==> config.mk <==
export PLATFORM = sky130hd
export DESIGN_NAME = cmdseq_top
export DESIGN_NICKNAME = d
export VERILOG_FILES = /design/src/rtl/cmdseq_pkg.sv /design/src/rtl/cmdseq_regs.sv /design/src/rtl/cmdseq_ctrl.sv /design/src/rtl/cmdseq_rspfifo.sv /design/src/rtl/cmdseq_top.sv
export SDC_FILE = /design/constraint.sdc
export NUM_CORES = 1
export LEC_CHECK = 0
export ABC_CLOCK_PERIOD_IN_PS = 2300
export BUFFER_PORTS_ARGS = -buffer_cell sky130_fd_sc_hd__buf_2
export CAP_MARGIN = 20
export CORE_ASPECT_RATIO = 2
export CORE_UTILIZATION = 45
export DETAILED_ROUTE_END_ITERATION = 10
export PLACE_DENSITY = 0.7
export SKIP_LAST_GASP = 1
export SLEW_MARGIN = 20
export SYNTH_ARGS = -nofsm -noshare
export SYNTH_HDL_FRONTEND = slang
export SYNTH_SLANG_ARGS = --single-unit
==> constraint.sdc <==
create_clock -name clk -period 2.3 [get_ports clk]
set_clock_uncertainty 0.1 [all_clocks]
set_input_delay 0 -clock clk [delete_from_list [all_inputs] [get_ports clk]]
set_output_delay 0 -clock clk [all_outputs]
set_load 0.01 [all_outputs]
==> src/rtl/cmdseq_pkg.sv <==
package cmdseq_pkg;

   typedef enum logic {SQ_IDLE, SQ_WAIT} sq_state_t;

   // register word addresses
   localparam logic [3:0] ADR_CLK   = 4'd0;
   localparam logic [3:0] ADR_STAT  = 4'd1;
   localparam logic [3:0] ADR_CTRL  = 4'd2;
   localparam logic [3:0] ADR_IDX   = 4'd3;
   localparam logic [3:0] ADR_ARGHI = 4'd4;
   localparam logic [3:0] ADR_ARGLO = 4'd5;
   localparam logic [3:0] ADR_RSP   = 4'd6;

   // status bit positions
   localparam int ST_TOUT = 1;
   localparam int ST_CLK  = 8;
   localparam int ST_END  = 13;

   // control word bit positions
   localparam int CT_DEN  = 2;
   localparam int CT_DIR  = 3;
   localparam int CT_STOP = 10;
   localparam logic [15:0] CTRL_KEEP = 16'h3DFF;

   // clock write bits
   localparam int CK_STOP  = 0;
   localparam int CK_START = 1;

   function automatic logic rsp_len_ok(input logic [1:0] typ, input int len,
                                       input int short_min, input int long_min);
      logic ok;
      case (typ)
         2'd0:    ok = 1'b1;
         2'd2:    ok = (len >= long_min);
         default: ok = (len >= short_min);
      endcase
      return ok;
   endfunction

endpackage

==> src/rtl/cmdseq_regs.sv <==
module cmdseq_regs #(
   parameter int DW     = 16,
   parameter int IDX_W  = 6,
   parameter int ARG_W  = 32,
   parameter int CTRL_W = 14
) (
   input  logic              clk,
   input  logic              rst_n,
   input  logic              wr_idx,
   input  logic              wr_arg_hi,
   input  logic              wr_arg_lo,
   input  logic              wr_ctrl,
   input  logic [DW-1:0]     wdata,
   output logic [IDX_W-1:0]  idx_q,
   output logic [ARG_W-1:0]  arg_q,
   output logic [CTRL_W-1:0] ctrl_q
);
   import cmdseq_pkg::*;

   localparam int HALF_W = ARG_W / 2;

   if (ARG_W != 2 * DW) begin : g_bad_arg
      $error("argument must be two bus words wide");
   end
   if (CTRL_W > DW) begin : g_bad_ctrl
      $error("control word wider than the bus");
   end

   always_ff @(posedge clk or negedge rst_n) begin
      if (!rst_n) begin
         idx_q  <= '0;
         arg_q  <= '0;
         ctrl_q <= '0;
      end else begin
         if (wr_idx)
            idx_q <= wdata[IDX_W-1:0];
         if (wr_arg_hi)
            arg_q[ARG_W-1:HALF_W] <= wdata;
         if (wr_arg_lo)
            arg_q[HALF_W-1:0] <= wdata;
         if (wr_ctrl)
            ctrl_q <= wdata[CTRL_W-1:0] & CTRL_KEEP[CTRL_W-1:0];
      end
   end

   // a high-half write leaves the low half untouched
   AST_ARG_HALVES: assert property (@(posedge clk) disable iff (!rst_n)
      (wr_arg_hi && !wr_arg_lo) |=> $stable(arg_q[HALF_W-1:0]));

endmodule

==> src/rtl/cmdseq_ctrl.sv <==
module cmdseq_ctrl #(
   parameter int DW        = 16,
   parameter int IDX_W     = 6,
   parameter int ARG_W     = 32,
   parameter int LEN_W     = 5,
   parameter int SHORT_MIN = 4,
   parameter int LONG_MIN  = 16
) (
   input  logic              clk,
   input  logic              rst_n,
   input  logic              wr_clk,
   input  logic              ck_start,
   input  logic              ck_stop,
   input  logic              wr_ctrl,
   input  logic              new_stop,
   input  logic [1:0]        new_type,
   input  logic              new_den,
   input  logic              ctrl_stop_q,
   input  logic [1:0]        ctrl_type_q,
   input  logic              ctrl_den_q,
   input  logic [IDX_W-1:0]  idx_q,
   input  logic [ARG_W-1:0]  arg_q,
   input  logic              card_done,
   input  logic [LEN_W-1:0]  card_rsp_len,
   input  logic              data_fin,
   output logic              card_cmd_valid,
   output logic [IDX_W-1:0]  card_idx,
   output logic [ARG_W-1:0]  card_arg,
   output logic [DW-1:0]     status,
   output logic              active,
   output logic              end_evt,
   output logic              data_go,
   output logic              rsp_load,
   output logic [LEN_W-1:0]  rsp_load_len
);
   import cmdseq_pkg::*;

   localparam logic [DW-1:0] CLK_ONLY = DW'(1) << ST_CLK;

   if (ST_END >= DW) begin : g_bad_stat
      $error("status word too narrow");
   end
   if (SHORT_MIN > LONG_MIN) begin : g_bad_min
      $error("short minimum exceeds long minimum");
   end

   sq_state_t   state;
   logic        pending;
   logic [1:0]  lat_type;
   logic        lat_den;
   logic        launch, launch_by_ctrl, launch_by_clk;
   logic        take, rsp_ok, cancel;
   logic [DW-1:0] st_n;

   assign card_cmd_valid = (state == SQ_WAIT);

   assign launch_by_ctrl = wr_ctrl && !new_stop && status[ST_CLK];
   assign launch_by_clk  = wr_clk && ck_start && !ck_stop && pending && !ctrl_stop_q;
   assign launch         = (state == SQ_IDLE) && (launch_by_ctrl || launch_by_clk);

   assign take   = (state == SQ_WAIT) && card_done;
   assign rsp_ok = rsp_len_ok(lat_type, int'(card_rsp_len), SHORT_MIN, LONG_MIN);
   assign cancel = wr_ctrl || (wr_clk && ck_stop) || data_fin;

   assign rsp_load     = take && rsp_ok;
   assign rsp_load_len = (lat_type == 2'd0) ? '0 : card_rsp_len;

   always_comb begin
      st_n = status;
      if (wr_clk && ck_start) st_n[ST_CLK] = 1'b1;
      if (wr_clk && ck_stop)  st_n[ST_CLK] = 1'b0;
      if (launch)             st_n = st_n & CLK_ONLY;
      if (take) begin
         if (rsp_ok) st_n[ST_END]  = 1'b1;
         else        st_n[ST_TOUT] = 1'b1;
      end
   end

   always_ff @(posedge clk or negedge rst_n) begin
      if (!rst_n) begin
         state    <= SQ_IDLE;
         pending  <= 1'b0;
         lat_type <= 2'd0;
         lat_den  <= 1'b0;
         card_idx <= '0;
         card_arg <= '0;
         status   <= '0;
         active   <= 1'b0;
         end_evt  <= 1'b0;
         data_go  <= 1'b0;
      end else begin
         status  <= st_n;
         end_evt <= take;
         data_go <= take && rsp_ok && lat_den && active && !cancel;

         if (launch)       pending <= 1'b0;
         else if (wr_ctrl) pending <= 1'b1;

         if (launch) begin
            state    <= SQ_WAIT;
            card_idx <= idx_q;
            card_arg <= arg_q;
            lat_type <= wr_ctrl ? new_type : ctrl_type_q;
            lat_den  <= wr_ctrl ? new_den  : ctrl_den_q;
         end else if (take) begin
            state <= SQ_IDLE;
         end

         if (launch)
            active <= 1'b1;
         else if (cancel || (take && (!rsp_ok || !lat_den)))
            active <= 1'b0;
      end
   end

   AST_HOLD_REQ: assert property (@(posedge clk) disable iff (!rst_n)
      (card_cmd_valid && !card_done) |=> (card_cmd_valid && $stable(card_idx) && $stable(card_arg)));
   AST_END_ON_DONE: assert property (@(posedge clk) disable iff (!rst_n)
      (card_cmd_valid && card_done) |=> end_evt);
   AST_GO_WITH_END: assert property (@(posedge clk) disable iff (!rst_n)
      data_go |-> end_evt);
   AST_LAUNCH_CLEAN: assert property (@(posedge clk) disable iff (!rst_n)
      $rose(card_cmd_valid) |-> ((status & ~CLK_ONLY) == '0));
   AST_LAUNCH_ACTIVE: assert property (@(posedge clk) disable iff (!rst_n)
      $rose(card_cmd_valid) |-> (active && status[ST_CLK]));
   AST_TOUT_XOR_END: assert property (@(posedge clk) disable iff (!rst_n)
      !(status[ST_TOUT] && status[ST_END]));

endmodule

==> src/rtl/cmdseq_rspfifo.sv <==
module cmdseq_rspfifo #(
   parameter int ENTRIES = 9,
   parameter int EW      = 16,
   parameter int LEN_W   = 5,
   localparam int BPE    = EW / 8,
   localparam int NBYTES = ENTRIES * BPE,
   localparam int PTR_W  = $clog2(ENTRIES + 1),
   localparam int SEL_W  = (ENTRIES > 1) ? $clog2(ENTRIES) : 1
) (
   input  logic              clk,
   input  logic              rst_n,
   input  logic              load,
   input  logic [LEN_W-1:0]  load_len,
   input  logic [NBYTES*8-1:0] rsp_bytes,
   input  logic              pop,
   output logic [EW-1:0]     head
);
   if (EW % 8 != 0) begin : g_bad_ew
      $error("entry width must be whole bytes");
   end
   if ((1 << LEN_W) <= NBYTES) begin : g_bad_len
      $error("length field cannot count a full response");
   end

   logic [EW-1:0]    mem  [ENTRIES];
   logic [EW-1:0]    fill [ENTRIES];
   logic [PTR_W-1:0] rptr;

   for (genvar gi = 0; gi < ENTRIES; gi++) begin : g_ent
      for (genvar gj = 0; gj < BPE; gj++) begin : g_byte
         localparam int POS = gi * BPE + gj;
         assign fill[gi][gj*8 +: 8] = (POS < int'(load_len)) ? rsp_bytes[POS*8 +: 8] : 8'h00;
      end
   end

   always_ff @(posedge clk or negedge rst_n) begin
      if (!rst_n) begin
         rptr <= PTR_W'(ENTRIES);
         for (int i = 0; i < ENTRIES; i++) mem[i] <= '0;
      end else if (load) begin
         rptr <= '0;
         for (int i = 0; i < ENTRIES; i++) mem[i] <= fill[i];
      end else if (pop && (rptr < PTR_W'(ENTRIES))) begin
         rptr <= rptr + 1'b1;
      end
   end

   assign head = (rptr < PTR_W'(ENTRIES)) ? mem[SEL_W'(rptr)] : '0;

   AST_RPTR_LIMIT: assert property (@(posedge clk) disable iff (!rst_n)
      rptr <= PTR_W'(ENTRIES));
   AST_LOAD_REWIND: assert property (@(posedge clk) disable iff (!rst_n)
      load |=> (rptr == '0));
   AST_DRAINED_ZERO: assert property (@(posedge clk) disable iff (!rst_n)
      (rptr == PTR_W'(ENTRIES)) |-> (head == '0));

endmodule

==> src/rtl/cmdseq_top.sv <==
module cmdseq_top #(
   parameter int DW          = 16,
   parameter int IDX_W       = 6,
   parameter int ARG_W       = 32,
   parameter int CTRL_W      = 14,
   parameter int RSP_ENTRIES = 9,
   parameter int SHORT_MIN   = 4,
   parameter int LONG_MIN    = 16,
   localparam int NBYTES     = RSP_ENTRIES * DW / 8,
   localparam int LEN_W      = $clog2(NBYTES + 1)
) (
   input  logic                clk,
   input  logic                rst_n,
   input  logic                bus_we,
   input  logic                bus_re,
   input  logic [3:0]          bus_addr,
   input  logic [DW-1:0]       bus_wdata,
   output logic [DW-1:0]       bus_rdata,
   output logic                card_cmd_valid,
   output logic [IDX_W-1:0]    card_idx,
   output logic [ARG_W-1:0]    card_arg,
   input  logic                card_done,
   input  logic [LEN_W-1:0]    card_rsp_len,
   input  logic [NBYTES*8-1:0] card_rsp_bytes,
   output logic                end_evt,
   output logic                data_go,
   output logic                data_write,
   input  logic                data_fin,
   output logic                xfer_active
);
   import cmdseq_pkg::*;

   if (IDX_W >= DW) begin : g_bad_idx
      $error("index flag bit does not fit the bus");
   end
   if (LONG_MIN > NBYTES) begin : g_bad_store
      $error("response store smaller than the long response");
   end

   logic wr_clk, wr_ctrl, wr_idx, wr_hi, wr_lo, pop;
   logic [IDX_W-1:0]  idx_q;
   logic [ARG_W-1:0]  arg_q;
   logic [CTRL_W-1:0] ctrl_q;
   logic [DW-1:0]     status, head;
   logic              rsp_load;
   logic [LEN_W-1:0]  rsp_load_len;
   logic [DW-1:0]     rd_n;

   assign wr_clk  = bus_we && (bus_addr == ADR_CLK);
   assign wr_ctrl = bus_we && (bus_addr == ADR_CTRL);
   assign wr_idx  = bus_we && (bus_addr == ADR_IDX);
   assign wr_hi   = bus_we && (bus_addr == ADR_ARGHI);
   assign wr_lo   = bus_we && (bus_addr == ADR_ARGLO);
   assign pop     = bus_re && (bus_addr == ADR_RSP);

   cmdseq_regs #(.DW(DW), .IDX_W(IDX_W), .ARG_W(ARG_W), .CTRL_W(CTRL_W)) u_regs (
      .clk(clk), .rst_n(rst_n),
      .wr_idx(wr_idx), .wr_arg_hi(wr_hi), .wr_arg_lo(wr_lo), .wr_ctrl(wr_ctrl),
      .wdata(bus_wdata),
      .idx_q(idx_q), .arg_q(arg_q), .ctrl_q(ctrl_q)
   );

   cmdseq_ctrl #(.DW(DW), .IDX_W(IDX_W), .ARG_W(ARG_W), .LEN_W(LEN_W),
                 .SHORT_MIN(SHORT_MIN), .LONG_MIN(LONG_MIN)) u_ctrl (
      .clk(clk), .rst_n(rst_n),
      .wr_clk(wr_clk), .ck_start(bus_wdata[CK_START]), .ck_stop(bus_wdata[CK_STOP]),
      .wr_ctrl(wr_ctrl), .new_stop(bus_wdata[CT_STOP]), .new_type(bus_wdata[1:0]),
      .new_den(bus_wdata[CT_DEN]),
      .ctrl_stop_q(ctrl_q[CT_STOP]), .ctrl_type_q(ctrl_q[1:0]), .ctrl_den_q(ctrl_q[CT_DEN]),
      .idx_q(idx_q), .arg_q(arg_q),
      .card_done(card_done), .card_rsp_len(card_rsp_len), .data_fin(data_fin),
      .card_cmd_valid(card_cmd_valid), .card_idx(card_idx), .card_arg(card_arg),
      .status(status), .active(xfer_active), .end_evt(end_evt), .data_go(data_go),
      .rsp_load(rsp_load), .rsp_load_len(rsp_load_len)
   );

   cmdseq_rspfifo #(.ENTRIES(RSP_ENTRIES), .EW(DW), .LEN_W(LEN_W)) u_fifo (
      .clk(clk), .rst_n(rst_n),
      .load(rsp_load), .load_len(rsp_load_len), .rsp_bytes(card_rsp_bytes),
      .pop(pop), .head(head)
   );

   assign data_write = ctrl_q[CT_DIR];

   always_comb begin
      rd_n = '0;
      case (bus_addr)
         ADR_STAT:  rd_n = status;
         ADR_CTRL:  rd_n = DW'(ctrl_q);
         ADR_IDX:   rd_n = DW'(idx_q) | (DW'(1) << IDX_W);
         ADR_ARGHI: rd_n = arg_q[ARG_W-1:DW];
         ADR_ARGLO: rd_n = arg_q[DW-1:0];
         ADR_RSP:   rd_n = head;
         default:   rd_n = '0;
      endcase
   end

   always_ff @(posedge clk or negedge rst_n) begin
      if (!rst_n)      bus_rdata <= '0;
      else if (bus_re) bus_rdata <= rd_n;
   end

   AST_IDX_FLAG: assert property (@(posedge clk) disable iff (!rst_n)
      (bus_re && bus_addr == ADR_IDX) |=> bus_rdata[IDX_W]);
   AST_STOP_CLEARS: assert property (@(posedge clk) disable iff (!rst_n)
      (wr_clk && bus_wdata[CK_STOP]) |=> (!xfer_active && !status[ST_CLK]));

endmodule

==> results of run 1 <==
[logic make-up after synthesis]
family / share of synthesized area
multiplexers: 0.149
flip-flops: 0.562
adder cells (fa/ha/maj): 0.00213
XOR/XNOR: 0.00149
buffers and inverters: 0.0360
AND/OR/NAND/NOR: 0.0640
AO/OA/AOI/OAI: 0.185
[repair_timing]
action	in CTS	in global routing
setup buffers	0	3
hold buffers	178	0
endpoints found under the setup margin	0	16
hold endpoints to repair	485	0
gates resized for setup	0	1
[critical path: stages, from the launching register on]
cell,delay (ns)
dfstp_2,0.58
buf_12,0.33
mux2i_1,0.26
o22ai_1,0.13
o21ai_0,0.35
o221ai_1,0.21
[cell type report]
cell class | count | area share
Sequential cell | 264 | 0.411
Antenna cell | 1 | 0.000156
Tap cell | 340 | 0.0265
Multi-Input combinational cell | 589 | 0.296
Inverter | 16 | 0.00374
Clock inverter | 14 | 0.00817
Timing Repair Buffer | 455 | 0.212
Clock buffer | 30 | 0.0426
[cells in the final DEF (no fill, tap or decap), drive strengths merged, types with 5 or more instances in the layout]
master	n
buf	278
a21oi	12
a32oi	9
a22o	123
nand3	12
nor2	14
o21ai	83
mux2	99
nor4b	5
a22oi	16
nand3b	7
mux2i	64
a211oi	8
o22ai	12
o221ai	7
inv	15
dfrtp	262
nand2	34
dlygate4sd3	177
clkinv	10
nor3	11
nor3b	5
clkbuf	30
and2	6
nand2b	6
nor2b	7
[through the flow]
stage | hold slack (ns) | utilization | power (mW) | area (um^2) | worst slack [ns]
after floorplan | -0.396 | - | 6.73 | 11800 | 0.0315
after global placement | -0.155 | 0.523 | 7.67 | 13400 | 0.115
after detailed placement | -0.154 | 0.523 | 7.71 | 13400 | 0.0484
after CTS | 0.0137 | 0.625 | 12.1 | 16000 | 0.0323
after global routing | 0.0291 | 0.627 | 12.5 | 16100 | 0.0302
final | 0.0284 | 0.627 | 12.1 | 16100 | 0.138
[registers in the layout (all words and copies together), names as in the netlist]
signal                 flops
u_fifo.rptr                4
u_regs.ctrl_q             13
u_ctrl.status              3
u_ctrl.end_evt             1
u_regs.idx_q               6
u_ctrl.lat_den             1
u_ctrl.card_cmd_valid      1
u_ctrl.card_arg           32
u_ctrl.lat_type            2
u_ctrl.pending             1
u_ctrl.data_go             1
u_regs.arg_q              32
u_ctrl.active              1
bus_rdata                 16
u_ctrl.card_idx            6
u_fifo.mem               144
[per-layer routing]
| metal | routed length (um) | up-vias |
|---|---|---|
| met5 | 8 | - |
| met4 | 2380 | 2 |
| met3 | 1880 | 117 |
| met2 | 19600 | 395 |
| met1 | 13600 | 4820 |
| li1 | - | 4370 |
[final timing paths]
check,depth (start not counted),slack [ns],endpoint,startpoint
worst min register to register,1,0.38,u_ctrl.card_arg[27],u_ctrl.card_arg[27]
worst max-delay path,5,0.14,bus_rdata[4],u_fifo.rptr[0]
max in group asynchronous,4,1.17,u_fifo.rptr[0],rst_n
worst min-delay path,5,0.03,u_fifo.mem[70],card_rsp_len[0]
worst max register to register,5,0.14,bus_rdata[4],u_fifo.rptr[0]
min in group asynchronous,4,0.54,u_ctrl.status[13],rst_n
[power by group through the flow]
stage / clock network, mW / logic (mW) / registers [mW]
floorplan: 0 / 1.30 / 5.43
global placement: 0 / 2.19 / 5.48
detailed placement: 0 / 2.22 / 5.49
CTS: 4.25 / 2.47 / 5.41
global route: 4.42 / 2.66 / 5.46
finish: 4.16 / 2.48 / 5.41
==> results.yml, run 1 <==
pwr:
  p_sw_mw: 3.39
  pwr-share-seq: 0.449
  p_clk_frac: 0.345
  combPwrFrac: 0.206
  power_switching_share: 0.281
  ir_drop_v: 0.000638
  p_leak_nw: 7.73
  p_int_mw: 8.67
  power.density_nw_per_um2: 750
route:
  drtPass1Iterations: 5
  vias_per_cell: 5.68
  postRouteAntennaNets: 0
  drtIter0Drc: 588
  drc: 0
  vias: 9704
  totalWireLength_mm: 37.5
  wire_per_inst_um: 21.9
worst_setup_path:
  cp-start-kind: "flip-flop"
  cp_max_fo: 48
  timing_worst_setup_path_type: "reg -> reg"
  cp.required_ns: 2.57
  worstSetupEndpointType: "flip-flop"
  cp.arrival_ns: 2.43
synth:
  yosysSeqAreaShare: 0.562
  synth_edf_count: 0
  syn_area_um2: 11800
  yosys.area.top_type: "dfrtp_1"
  netlist-cell-type-count: 62
  syn_area_per_cell_um2: 12.5
  synth_top_area_share: 0.558
  yosys-top-cells-count: "dfrtp_1 (262), a22o_1 (123), mux2_2 (96)"
  async_reset_ff_frac: 1.00
  yosysMostFrequentCell: "dfrtp_1"
  netlist_top_cells_area: "dfrtp_1 (56%), mux2_2 (9.2%), a22o_1 (9.2%)"
  synth_nets: 1115
  synthCells: 938
  ys.warnings.count: 0
  ys.flop_type: "dfrtp_1"
  ys_ff_latch: 264
global_routing:
  grt_use_met3: 0.0352
  grt_max_degree: 74
  use_met1: 0.321
  grt_pass1_vias: 10300
  gr-usage-met2: 0.499
  antenna_found_initial: 2
  gr-total-overflow: 0
  grt_pass1_wl_mm: 57.2
  track_usage: 0.285
  busiest_layer: "met2"
flow_run:
  cap_violations: 0
hold_path:
  hold_class: "in -> reg"
finish:
  stdcell_count: 1709
  nets: 1527
  fillers: 2033
  drive_gt1_frac: 0.320
  syn2layout_area_growth_pct: 36.8
  regArea_um2: 6610
  multiInputGateArea_um2: 4750
sta:
  tightest_slew_ns: 1.03
  fin_crit_sh: 0.940
  slew_headroom: 0.308
  min_period_ns: 2.16
  setup-violations-final: 0
  rsz0062_at_grt: "no"
  hold_viol: 0
  fmax_mhz: 463
  slew_violations: 0
  tns_ns: 0
floorplanning:
  die_w_um: 116
  io_pins: 234
  die_h_um: 231
  placementRows: 83
  dieArea_um2: 26800
  core-area_um2: 25700
  initial_utilization: 0.458
clocking:
  htreeDepth: 1
  cts_root_buf: "clkbuf_16"
  cts_tree: "done"
  clk_path_buf_depth: 3
  cts_buffers: 24
  cts_sinks: 264
  clock_latency_ns: 0.53
  clk_pin_slew_ns: 0.07
place:
  dp_cells: 1481
  numPortBuffers: 233
  hpwl_mm: 25.2
  gp_routability_congestion: 0.851
outcome:
  outcome: "finished, final reports clean"
Note: power is estimated with default switching activity, not from simulation.
==> inputs of run 2 (changes only) <==
Settings changed: BUFFER_PORTS_ARGS -buffer_cell sky130_fd_sc_hd__buf_2 to default, DONT_BUFFER_PORTS from default to 1, PLACE_DENSITY 0.7 to default.
==> run 2 against run 1 <==
Effect of this change: cell count decreased by 12%; sequential power increased by 1%; core utilization decreased by 3.6 points; register-to-register slack got worse by 0.03 ns; worst setup slack got worse by 0.032 ns; combinational power decreased by 15%; non-clock buffer count decreased by 209; the run now ends with hold timing left; largest cell class unchanged.
==> results.yml, run 2 (synthesis gave the netlist of run 1 again) <==
floorplanning:
  dieArea_um2: 26800
  initial_utilization: 0.458
  placementRows: 83
  die_w_um: 116
  die_h_um: 231
  io_pins: 234
  core-area_um2: 25700
flow_run:
  cap_violations: 0
route:
  drc: 0
  drt-met1-wl_mm: 13.4
  totalWireLength_mm: 37.1
  vias: 9032
  topRoutingLayerUsed: "met4"
  wl_met3_mm: 2.30
  wire_per_inst_um: 24.7
  drtPass1Iterations: 5
  drtIter0Drc: 659
  vias_per_cell: 6.01
  postRouteAntennaNets: 0
  wl_met2_mm: 19.7
hold_path:
  hold_class: "in -> async"
clocking:
  clk_path_buf_depth: 3
  cts_sinks: 264
  htreeDepth: 1
  clock_latency_ns: 0.53
  cts_tree: "done"
  cts_root_buf: "clkbuf_16"
  clk_pin_slew_ns: 0.07
  cts_buffers: 24
worst_setup_path:
  slowest_stage: "nand2b_4"
  startpoint: "u_ctrl.lat_type[0]"
  rr_worst_depth: 5
  worstSetupEndpointType: "flip-flop"
  critical_path_depth: 5
  cp.required_ns: 2.58
  cp-start-kind: "flip-flop"
  path_cells: "or3b_4 > a21oi_4 > nand2b_4 > buf_12 > o21ai_0"
  critPathBufInv: 1
  cp_max_fo: 40
  timing_worst_setup_path_type: "reg -> reg"
  path_delay_family: "simple AND/OR/NAND/NOR gates"
  reg2reg_from: "u_ctrl.lat_type[0]"
  max_stage_delay_ns: 0.46
  cp.arrival_ns: 2.48
sta:
  setup-violations-final: 0
  hold_viol: 266
  hold_ws_ns: -0.945
  fin_crit_sh: 0.954
  slew_headroom: 0.326
  fmax_mhz: 456
  min_period_ns: 2.19
  tightest_slew_ns: 1.00
  slew_violations: 0
  tns_ns: 0
place:
  gp_routability_congestion: 0.810
  placed_area_um2: 12200
  hpwl_mm: 24.2
  numPortBuffers: 0
pwr:
  ir_drop_v: 0.000623
  p_total_mw: 12.0
  power.density_nw_per_um2: 789
  p_leak_nw: 6.77
finish:
  reg_top3: "u_fifo.mem (144), u_ctrl.card_arg (32), u_regs.arg_q (32)"
  layout_common_cells: "dfrtp_1 (262), dlygate4sd3_1 (209), a22o_1 (123), mux2_2 (96), o21ai_0 (82)"
  largest_register_ffs: 144
  syn2layout_area_growth_pct: 29.0
  fillers: 2078
  nets: 1318
  utilization: 0.591
  final_cell_area_um2: 15200
  largest_register: "u_fifo.mem"
  final_common_cell: "dfrtp_1"
  drive_gt1_frac: 0.173
global_routing:
  antenna_found_initial: 5
  gr-total-overflow: 0
  track_usage: 0.281
  grt_max_degree: 265
  grt_pass1_wl_mm: 56.5
  grt_pass1_vias: 9571
outcome:
  outcome: "finished, violations left"
  violations: "hold timing"
-- run 2: per-layer routing --
| metal | GRT usage | vias to the layer above |
|---|---|---|
| met5 | 0 | - |
| met1 | 0.324 | 4598 |
| met2 | 0.498 | 390 |
| li1 | - | 3957 |
| met4 | 0.133 | 0 |
| met3 | 0.0436 | 87 |
-- run 2: final cells by class --
type / count / area [um^2] / area share
Antenna cell: 5 / 12.5 / 0.000825
Clock buffer: 27 / 653 / 0.0431
Clock inverter: 17 / 200 / 0.0132
Inverter: 16 / 60.1 / 0.00396
Multi-Input combinational cell: 589 / 4770 / 0.314
Sequential cell: 264 / 6610 / 0.436
Tap cell: 340 / 425 / 0.0281
Timing Repair Buffer: 246 / 2440 / 0.161
-- run 2: where the power goes --
part           switching [mW]  internal (mW)
clock                    1.88           2.51
sequential              0.395           5.09
combinational            1.01           1.09
-- run 2: worst reg2reg max path, delay by kind of cell (launching register included) --
kind                   cells  cell delay (ns)
buffers and inverters      1             0.26
AO/OA/AOI/OAI              2             0.44
AND/OR/NAND/NOR            2             0.86
flip-flops                 1             0.39
-- run 2: per-stage QoR --
step / worst slack [ns] / hold WS, ns / std cells
floorplan: 0.0315 / -0.396 / 938
global placement: 0.0338 / -0.384 / 1245
detailed placement: 0.00626 / -0.383 / 1245
CTS: 0.0861 / -0.951 / 1498
global route: -0.0274 / -0.966 / 1504
finish: 0.106 / -0.945 / 1504
-- run 2: repair_timing --
item / in CTS / in global routing
buffers inserted: 0 / 0
hold buffers: 209 / 1
setup endpoints to repair: 1 / 7
gates resized for setup: 1 / 4
hold endpoints to repair: 490 / 265
-- run 2: final timing paths --
| kind | end | slack [ns] |
|---|---|---|
| max in group asynchronous | u_fifo.rptr[0] | 2.68 |
| worst max register to register | u_fifo.mem[45] | 0.11 |
| worst min-delay path | u_fifo.mem[109] | -0.95 |
| min in group clk | u_fifo.mem[15] | 0 |
| worst min register to register | u_fifo.mem[11] | 0.40 |
| worst max-delay path | u_fifo.mem[45] | 0.11 |
==> inputs of run 3 (changes only) <==
Settings changed: ABC_CLOCK_PERIOD_IN_PS 2300 to default, CORE_ASPECT_RATIO 2 to 0.7.
==> run 3 against run 2 <==
Effect of this change: the run still ends with hold timing left; global-route usage is 1.0 points lower; sequential share of layout area shrank 0.26 points; maximum frequency fell by 0.51%; clock power rose by 8.9%; critical path depth is 1 higher; worst setup slack lost 0.011 ns.
==> results.yml, run 3 (synthesis gave the netlist of run 1 again) <==
worst_setup_path:
  cp.required_ns: 2.63
  max_stage_delay_ns: 0.96
  path_delay_family: "buffers and inverters"
  critPathBufInv: 3
  cp.arrival_ns: 2.53
  cp-start-kind: "input port"
  timing_worst_setup_path_type: "in -> reg"
  worstSetupEndpointType: "flip-flop"
  slowest_stage: "dlygate4sd3_1"
  cp_common_cell: "dlygate4sd3_1"
  path_cells: "dlygate4sd3_1 > nor3b_2 > buf_4 > nand2_1 > mux2_2 > dlygate4sd3_1"
  regToRegSetupSlack_ns: 0.11
  cp_max_fo: 14
floorplanning:
  placementRows: 49
  core-area_um2: 25700
  die_w_um: 195
  io_pins: 234
  dieArea_um2: 26800
  initial_utilization: 0.458
  die_h_um: 137
route:
  vias: 8824
  drtIter0Drc: 777
  totalWireLength_mm: 35.8
  wire_per_inst_um: 23.9
  drc: 0
  postRouteAntennaNets: 0
  vias_per_cell: 5.88
  drtPass1Iterations: 5
pwr:
  p_leak_nw: 6.85
  ir_drop_v: 0.000707
  power.density_nw_per_um2: 809
  p_total_mw: 12.3
global_routing:
  grt_pass1_vias: 9250
  grt_max_degree: 265
  track_usage: 0.271
  grt_pass1_wl_mm: 55.3
  antenna_found_initial: 2
  gr-total-overflow: 0
clocking:
  hold_buffers: 206
  cts_sinks: 264
  clk_pin_slew_ns: 0.06
  clk_path_buf_depth: 3
  cts_buffers: 28
  clock_latency_ns: 0.56
  htreeDepth: 1
  cts_root_buf: "clkbuf_16"
  cts_tree: "done"
hold_path:
  hold_class: "in -> async"
finish:
  syn2layout_area_growth_pct: 29.8
  reg_top3: "u_fifo.mem (144), u_ctrl.card_arg (32), u_regs.arg_q (32)"
  final_common_cell: "dfrtp_1"
  nets: 1324
  largest_register_ffs: 144
  layout_common_cells: "dfrtp_1 (262), dlygate4sd3_1 (206), a22o_1 (123), mux2_2 (96), o21ai_0 (83)"
  drive_gt1_frac: 0.175
  largest_register: "u_fifo.mem"
sta:
  fmax_mhz: 454
  min_period_ns: 2.20
  hold_ws_ns: -0.955
  slew_headroom: 0.258
  rsz0062_at_grt: "no"
  tns_ns: 0
  tightest_slew_ns: 1.11
  fin_crit_sh: 0.959
  slew_violations: 0
  hold_viol: 265
  setup-violations-final: 0
place:
  gp_routability_congestion: 0.848
  numPortBuffers: 0
  hpwl_mm: 23.4
flow_run:
  cap_violations: 0
outcome:
  violations: "hold timing"
  outcome: "finished, violations left"
[run 3: worst paths after layout]
kind | start | depth (start not counted) | end
setup / recovery | bus_addr[2] | 6 | u_regs.ctrl_q[3]
hold / removal | rst_n | 0 | u_fifo.mem[119]
setup reg to reg | u_ctrl.lat_type[0] | 5 | u_ctrl.active
hold reg to reg | u_ctrl.pending | 2 | u_ctrl.pending
max in group asynchronous | rst_n | 0 | u_ctrl.card_idx[4]
min in group clk | bus_addr[0] | 4 | bus_rdata[8]
[run 3: routing by layer]
layer | part of all wire | track usage | vias up
met2 | 0.43 | 0.395 | 262
met5 | 0.00036 | 0 | -
met3 | 0.061 | 0.0597 | 52
met4 | 0.020 | 0.0682 | 2
met1 | 0.49 | 0.406 | 4533
li1 | - | - | 3975
[run 3: worst reg2reg max path, stage by stage, from the launching register on]
cell and delay, ns:
dfrtp_1 0.38, or3b_4 0.40, a21oi_4 0.25, dlygate4sd3_1 0.63
o21ai_0 0.12, a21o_1 0.20
[run 3: timing repair]
action                                 4_1_cts  5_1_grt
pin swaps                                    0        1
endpoints found under the hold margin      512      264
setup buffers                                0        2
gates resized for setup                      0        1
setup endpoints to repair                    1        8
[run 3: cell type report]
cell class,instances,area [um^2]
inverter,16,60.1
clock inverter,7,114
timing repair buffer,248,2440
sequential,264,6610
antenna,1,2.50
clock buffer,44,852
tap,331,414
fill,2061,10400
multi-input combinational,589,4770
[run 3: power by group]
part,internal (mW),total (mW),switching (mW)
Clock,2.87,4.78,1.91
Combinational,1.08,2.09,1.01
Sequential,5.09,5.48,0.382
Total,9.04,12.3,3.30
[run 3: metrics by stage]
step | util | worst slack, ns | cell area, um^2 | cells | hold slack, ns
3_3_place_gp | 0.475 | -0.0179 | 12200 | 1240 | -0.384
5_1_grt | 0.594 | 0.0121 | 15300 | 1500 | -0.976
4_1_cts | 0.592 | 0.00202 | 15200 | 1497 | -0.970
3_5_place_dp | 0.475 | 0.000833 | 12200 | 1241 | -0.382
2_1_floorplan | - | 0.0315 | 11800 | 938 | -0.396
6_report | 0.594 | 0.0950 | 15300 | 1500 | -0.955
